## src/rtl/alu8_flags.sv

```systemverilog
module alu8_flags #(
  parameter int WIDTH = 8
) (
  input  logic             clk,
  input  logic             rst_n,
  input  logic             en,
  input  logic [3:0]       func,
  input  logic [WIDTH-1:0] opb,
  input  logic [WIDTH-1:0] opc,
  output logic [WIDTH-1:0] acc,
  output logic             cf,
  output logic             zf,
  output logic             nf
);
  localparam int MSB = WIDTH - 1;
  localparam logic [3:0] F_AND = 4'd0, F_OR = 4'd1, F_SHL = 4'd2, F_SHR = 4'd3,
                         F_ADD = 4'd4, F_INC = 4'd5, F_DEC = 4'd6, F_NOT = 4'd7,
                         F_CLR = 4'd8;

  logic [WIDTH:0]   sum, inc;
  logic [WIDTH-1:0] dec, r;
  logic             c_n, upd;

  assign sum = {1'b0, opb} + {1'b0, opc};
  assign inc = {1'b0, opb} + {{WIDTH{1'b0}}, 1'b1};
  assign dec = opb - {{(WIDTH-1){1'b0}}, 1'b1};

  always_comb begin
    upd = 1'b1;
    r   = '0;
    c_n = 1'b0;
    case (func)
      F_AND: r = opb & opc;
      F_OR:  r = opb | opc;
      F_SHL: begin r = {opb[MSB-1:0], 1'b0}; c_n = opb[MSB]; end
      F_SHR: begin r = {1'b0, opb[MSB:1]};   c_n = opb[0];   end
      F_ADD: begin r = sum[MSB:0]; c_n = sum[WIDTH]; end
      F_INC: begin r = inc[MSB:0]; c_n = inc[WIDTH]; end
      F_DEC: begin r = dec; c_n = (opb == '0); end
      F_NOT: r = ~opb;
      F_CLR: r = '0;
      default: upd = 1'b0;
    endcase
  end

  always_ff @(posedge clk or negedge rst_n) begin
    if (!rst_n) begin
      acc <= '0;
      cf  <= 1'b0;
      zf  <= 1'b1;
      nf  <= 1'b0;
    end else if (en && upd) begin
      acc <= r;
      cf  <= c_n;
      zf  <= (r == '0);
      nf  <= r[MSB];
    end
  end

  p_zero_flag_r9: assert property (@(posedge clk) disable iff (!rst_n)
    zf == (acc == '0));
  p_sign_flag_r9: assert property (@(posedge clk) disable iff (!rst_n)
    nf == acc[MSB]);
  p_logic_clears_carry_r2: assert property (@(posedge clk) disable iff (!rst_n)
    en && (func == F_AND || func == F_OR || func == F_NOT) |=> !cf);
  p_shl_carry_r3: assert property (@(posedge clk) disable iff (!rst_n)
    en && func == F_SHL |=> cf == $past(opb[MSB]));
  p_shr_sign_low_r4: assert property (@(posedge clk) disable iff (!rst_n)
    en && func == F_SHR |=> !nf && cf == $past(opb[0]));
  p_dec_borrow_r7: assert property (@(posedge clk) disable iff (!rst_n)
    en && func == F_DEC |=> cf == ($past(opb) == '0));
  p_clear_r8: assert property (@(posedge clk) disable iff (!rst_n)
    en && func == F_CLR |=> acc == '0 && !cf && zf && !nf);
  p_hold_disabled_r10: assert property (@(posedge clk) disable iff (!rst_n)
    !en |=> $stable(acc) && $stable(cf) && $stable(zf) && $stable(nf));
  p_hold_unused_r11: assert property (@(posedge clk) disable iff (!rst_n)
    en && func > F_CLR |=> $stable(acc) && $stable(cf) && $stable(zf) && $stable(nf));
endmodule

```

## config.mk

```make
export PLATFORM = sky130hd
export DESIGN_NAME = alu8_flags
export DESIGN_NICKNAME = d
export VERILOG_FILES = /design/src/rtl/alu8_flags.sv
export SDC_FILE = /design/constraint.sdc
export NUM_CORES = 1
export LEC_CHECK = 0
export BUFFER_PORTS_ARGS = -buffer_cell sky130_fd_sc_hd__buf_4
export CAP_MARGIN = 40
export CORE_MARGIN = 10
export CORE_UTILIZATION = 25
export DETAILED_ROUTE_END_ITERATION = 12
export SYNTH_ARGS = -nofsm -noshare
export SYNTH_HDL_FRONTEND = slang
export SYNTH_SLANG_ARGS = --single-unit
```

## constraint.sdc

```tcl
create_clock -name clk -period 0.8 [get_ports clk]
set_input_delay 0.04 -clock clk [delete_from_list [all_inputs] [get_ports clk]]
set_output_delay 0.04 -clock clk [all_outputs]
set_load 0.005 [all_outputs]
```

Yosys cells after proc, flatten, opt, wreduce, memory -nomap -nowiden
Cells that the tools add are included.
- register bits after elaboration: 11
- bits in latches: 0
- bits in writable memories: 0
- memory bits (read-only): 0
- bits of input ports: 23
- output and inout port bits: 11
- logic and storage cells: 26
- memories kept: 0
- add/sub/neg operators: 3
- multiply operators: 0
- div/mod/pow operators: 0
- magnitude comparators: 0
- equal/unequal tests: 8
- shift-type cells: 0
- muxes and demuxes: 3
- bitwise logic cells: 3
- reduce and logical (&&, ||, !) cells: 5
- operators by type and width (kind ; count):
    one-hot mux 8 bit (8 select lines) ; 1
    == test 4 x 3 -> 1 bit, second input constant ; 4
    logical NOT 8 bit ; 2
    adder 8 x 1 -> 9 bit, second input constant ; 1
    adder 8 x 8 -> 9 bit ; 1
    OR reduction 9 bit ; 1
    bitwise AND 8 bit ; 1
    == test 4 x 2 -> 1 bit, second input constant ; 2
    inverter 8 bit ; 1
    bitwise OR 8 bit ; 1
    subtractor 8 x 1 -> 8 bit, second input constant ; 1
    one-hot mux 1 bit (5 select lines) ; 1
    == test 4 x 1 -> 1 bit, second input constant ; 1
    == test 4 bit, second input constant ; 1
    logical NOT 4 bit ; 1
    logical AND 1 bit ; 1
    2-to-1 mux 1 bit ; 1

Logic depth before layout (Yosys ltp)
- depth in word-level cells: 4
- depth in mapped cells: 9
- gate-level depth less buffers: 8

Least setup slack after synthesis
Ideal clock, no wire load.
- kind: input to register
- from: input opb[0]
- to: register cf
- library setup time: 122 ps
- arrival time: 1641 ps
- data required time: 678 ps
- path slack: -962 ps
- stages on the path: 8
- buffers on the path: 0
- path through: ha_1 -> fa_1 -> a211oi_1 -> o21ai_0 -> and3_1 -> o211ai_1 -> nand3_1 -> a32o_1
- cells in the longest elaborated chain, start to end: 2
- elaborated cells between the ends (all ways): 4
- those cells by class: add/sub: 2; mux: 1; reduce/logical: 1
- ends and longest elaborated chain (item ; RTL line ; text):
    start: declaration ; 8 ; input logic [WIDTH-1:0] opb,
    adder 8 x 1 -> 9 bit (tied with other cells) ; 25 ; assign inc = {1'b0, opb} + {{WIDTH{1'b0}}, 1'b1};
    one-hot mux 1 bit (5 select lines) (*) ; 32 ; case (func)
    end signal: assignment ; 54 ; cf <= c_n;
    end: declaration ; 11 ; output logic cf,
Every way passes the cells marked *; elsewhere a longest branch is shown, timed or not.
A chain may end at the register's enable or synchronous reset.

Worst setup path in the final report
- from: input opb[0]
- to: register zf
- cells in the longest elaborated chain, start to end: 3
- elaborated cells between the ends (all ways): 8
- those cells by class: add/sub: 3; mux: 1; bitwise: 3; reduce/logical: 1
- ends and longest elaborated chain (item ; RTL line ; text):
    subtractor 8 x 1 -> 8 bit (tied with other cells) ; 26 ; assign dec = opb - {{(WIDTH-1){1'b0}}, 1'b1};
    one-hot mux 8 bit (8 select lines) (*) ; 32 ;
    logical NOT 8 bit (*) ; 55 ; zf <= (r == '0);
    end signal: assignment ; 55 ;
    end: declaration ; 12 ; output logic zf,
Marked as above.

==> flow_summary_export.csv <==
group,metric,value,unit
outcome,status,"finished with violations",
outcome,violations,"negative setup slack",
grt,grt_first_pass_wirelength,10700,um
place,hpwl,5200,um
synthesis,yosys-top-cells-area,"ha_1 14%, dfrtp_1 13%, o21ai_0 4.7%",
floorplanning,start_util,25.5,%
clock_network,numCtsBuffers,3,
floorplanning,dieArea,10600,um2
critical_path,critPathMaxStageDelay,360,ps
grt,track_usage,12.4,%
power_and_ir_drop,p_seq_share,21.3,%
power_and_ir_drop,p_sw,1.04,mW
floorplanning,rows,30,
clock_network,cts_max_path_buffers,2,
synthesis,synth-async-reset-ratio,100,%
grt,gr-total-overflow,0,
synthesis,yosysTopAreaCell,"ha_1",
sta,setup_ws,-855,ps
sta,max_freq,0.604,GHz
grt,grt_max_degree,22,
drt,dr_total_vias,2142,
critical_path,worstReg2RegStart,"zf$_DFFE_PN1P_",
critical_path,start_kind,"primary input",
sta,relSlewSlack,63.1,%
place,gp_congestion,0.996,
critical_path,endpoint_kind,"flip-flop",
clock_network,worstSkewPairLatency,240,ps
critical_path,critPathKind,"primary input to flip-flop",
drt,first_pass_iters,5,
power_and_ir_drop,p_leak,1.39,nW
synthesis,yosys_register_bits,10,
sta,tightest_slew,552,ps
floorplanning,fp.dieW,103,um
synthesis,synth_common_cells,"21 x inv_1, 19 x ha_1, 16 x o21ai_0, 15 x nand2_1, 14 x nor2_1",
synthesis,syn_area_per_cell,7.78,um2
final_layout,areaGrowthSynthToFinish,79.9,%
flow_run,maxCapViolations,0,
sta,period_minus_slack,1650,ps
clock_network,path_clk_slew,50,ps
clock_network,numClockSinks,10,
sta,rsz0062_at_grt,"true",
critical_path,arrival,1800,ps
synthesis,synthFlopType,"dfrtp_1",
drt,wl_per_cell,16.0,um
final_layout,fill_cells,660,
power_and_ir_drop,pwr-share-comb,58.0,%
drt,drc_errors,0,
final_layout,instances_no_fill,405,
critical_path,crit_slowest_cell,"fa_2",
hold_path,hp-class,"primary input to async pin",
floorplanning,core_area,6760,um2
critical_path,required,940,ps
power_and_ir_drop,pwr-share-clk,20.7,%
synthesis,synth_top_area_share,13.8,%
synthesis,netlist_area,1720,um2
sta,final.setup.tns,-6860,ps
critical_path,path_cells,"buf_8 -> ha_4 -> fa_2 -> buf_6 -> a21o_1 -> a21oi_2 -> xor2_1 -> o21ai_2 -> nand4bb_1 -> o41ai_2",
clock_network,cts_tree,"built",
synthesis,syn_nets,264,
drt,routed_wl,6470,um
critical_path,ff2ff_setup_slack,50,ps
sta,finalCritPeriodShare,207,%
synthesis,synth_edf_count,0,
clock_network,htree_levels,1,
place,place.port_buffers,33,
floorplanning,ios,34,
power_and_ir_drop,p_int,2.03,mW
clock_network,root_buffer,"clkbuf_8",
sta,skew,0,ps
drt,drt_iter0_markers,168,
place,place_inst,390,
sta,setup-violations-final,14,
sta,finalHoldViolCount,0,
drt,via_per_inst,5.29,
power_and_ir_drop,p_sw_share,33.9,%
final_layout,insertedDiodeCount,0,
critical_path,path_max_fanout,2,
sta,timing.hold.ws,165,ps
final_layout,final_nets,369,
synthesis,ys_types,57,
critical_path,reg2reg_to,"zf$_DFFE_PN1P_",
synthesis,syn_inst,221,
grt,grt_pass1_vias,2161,
floorplanning,die_h,103,um
power_and_ir_drop,p_per_area,995,nW/um2
drt,ant_nets,0,
synthesis,yosysWarnings,0,
critical_path,rr_worst_depth,2,
sta,slew_violations,0,
critical_path,critPathBufInv,2,
synthesis,seq_area_frac_synth,14.6,%
final_layout,drive_gt1_share,53.5,%
critical_path,cp_top_family,"compound AO/OA/AOI/OAI gates",
grt,antenna_found_initial,0,
synthesis,synth.most_common_cell,"inv_1",
power_and_ir_drop,peakVddDrop,0.390,mV
[state kept, by name (all words and copies together), names as in the netlist]
signal  cells
acc         8
zf          1
cf          1
[layout make-up]
class	count	area [um2]	share of cell area, %
Clock buffer	4	55.1	1.78
Inverter	22	103	3.32
Multi-Input combinational cell	175	1570	50.8
Sequential cell	10	251	8.13
Tap cell	80	100	3.23
Timing Repair Buffer	114	1010	32.8
[stage by stage]
step	util, %	cell area [um2]	total power [mW]	worst slack (ps)
after floorplan	-	1880	1.41	-868
after global placement	39.0	2640	2.10	-1100
after detailed placement	39.0	2640	2.12	-1160
after CTS	43.8	2960	2.99	-868
after global routing	45.8	3090	3.27	-985
final	45.8	3090	3.08	-855
[how the worst max path moves through the flow]
stage	from	to	slack, ps	cells after the start
final	opb[0]	zf$_DFFE_PN1P_	-850	10
after global routing	opb[0]	zf$_DFFE_PN1P_	-990	9
after CTS	opb[0]	zf$_DFFE_PN1P_	-870	9
after detailed placement	opc[3]	zf$_DFFE_PN1P_	-1160	9
after global placement	opb[0]	zf$_DFFE_PN1P_	-1100	9
after floorplan	opb[3]	zf$_DFFE_PN1P_	-870	9
[worst register-to-register path, delay by kind of cell, from the launching register on]
kind | cells | cell delay, ps
simple gates | 1 | 60
compound gates | 1 | 50
flops | 1 | 550
[cell families after synthesis]
kind of cell | count (synthesis) | synth area share (%)
adder cells (fa/ha/maj) | 20 | 15.0
buffers and inverters | 36 | 8.80
flip-flops | 10 | 14.6
multiplexers | 6 | 5.82
XOR/XNOR | 10 | 5.09
AO/OA/AOI/OAI | 65 | 27.1
AND/OR/NAND/NOR | 74 | 23.6
[timing repair]
action / in CTS / in global routing
hold buffers: 1 / 0
buffers inserted: 9 / 6
resized for setup: 50 / 29
endpoints found under the hold margin: 10 / 0
endpoints found under the setup margin: 18 / 21
pin swaps: 26 / 19
[metal layers]
metal  share of wire, %  wire, um  track usage [%]  vias up
li1                   -         -                -     1024
met1                 44      2820             15.6     1040
met2                 50      3230             22.0       66
met3                5.0       325             1.27       12
met4                1.5        94             2.99        0
met5                  0         0                0        -
[power groups by stage]
| stage | registers (mW) | clock network (mW) | logic [mW] |
|---|---|---|---|
| final | 0.655 | 0.637 | 1.79 |
| after global routing | 0.670 | 0.670 | 1.93 |
| after CTS | 0.653 | 0.656 | 1.68 |
| after detailed placement | 0.649 | 0 | 1.47 |
| after global placement | 0.647 | 0 | 1.46 |
| after floorplan | 0.646 | 0 | 0.767 |
[layout by cell type (no fill, tap or decap), types with 3 or more instances in the layout]
master	n
nor3_1	8
nand3b_1	3
o21ai_1	3
mux4_2	3
dfrtp_1	9
inv_1	14
inv_4	3
a21oi_1	4
o211ai_1	3
nor2_1	14
nand2b_1	5
ha_2	3
a31oi_1	4
a211oi_2	3
ha_4	6
o21ai_0	7
buf_4	79
a21o_1	3
ha_1	10
nand3_1	5
inv_2	3
xnor2_1	8
nor4_2	3
nand2_1	15
a21oi_2	3
buf_12	3
o21ai_2	6
buf_6	28
a22o_1	8
clkbuf_8	4
No activity file was read; power rests on OpenSTA's default activity.
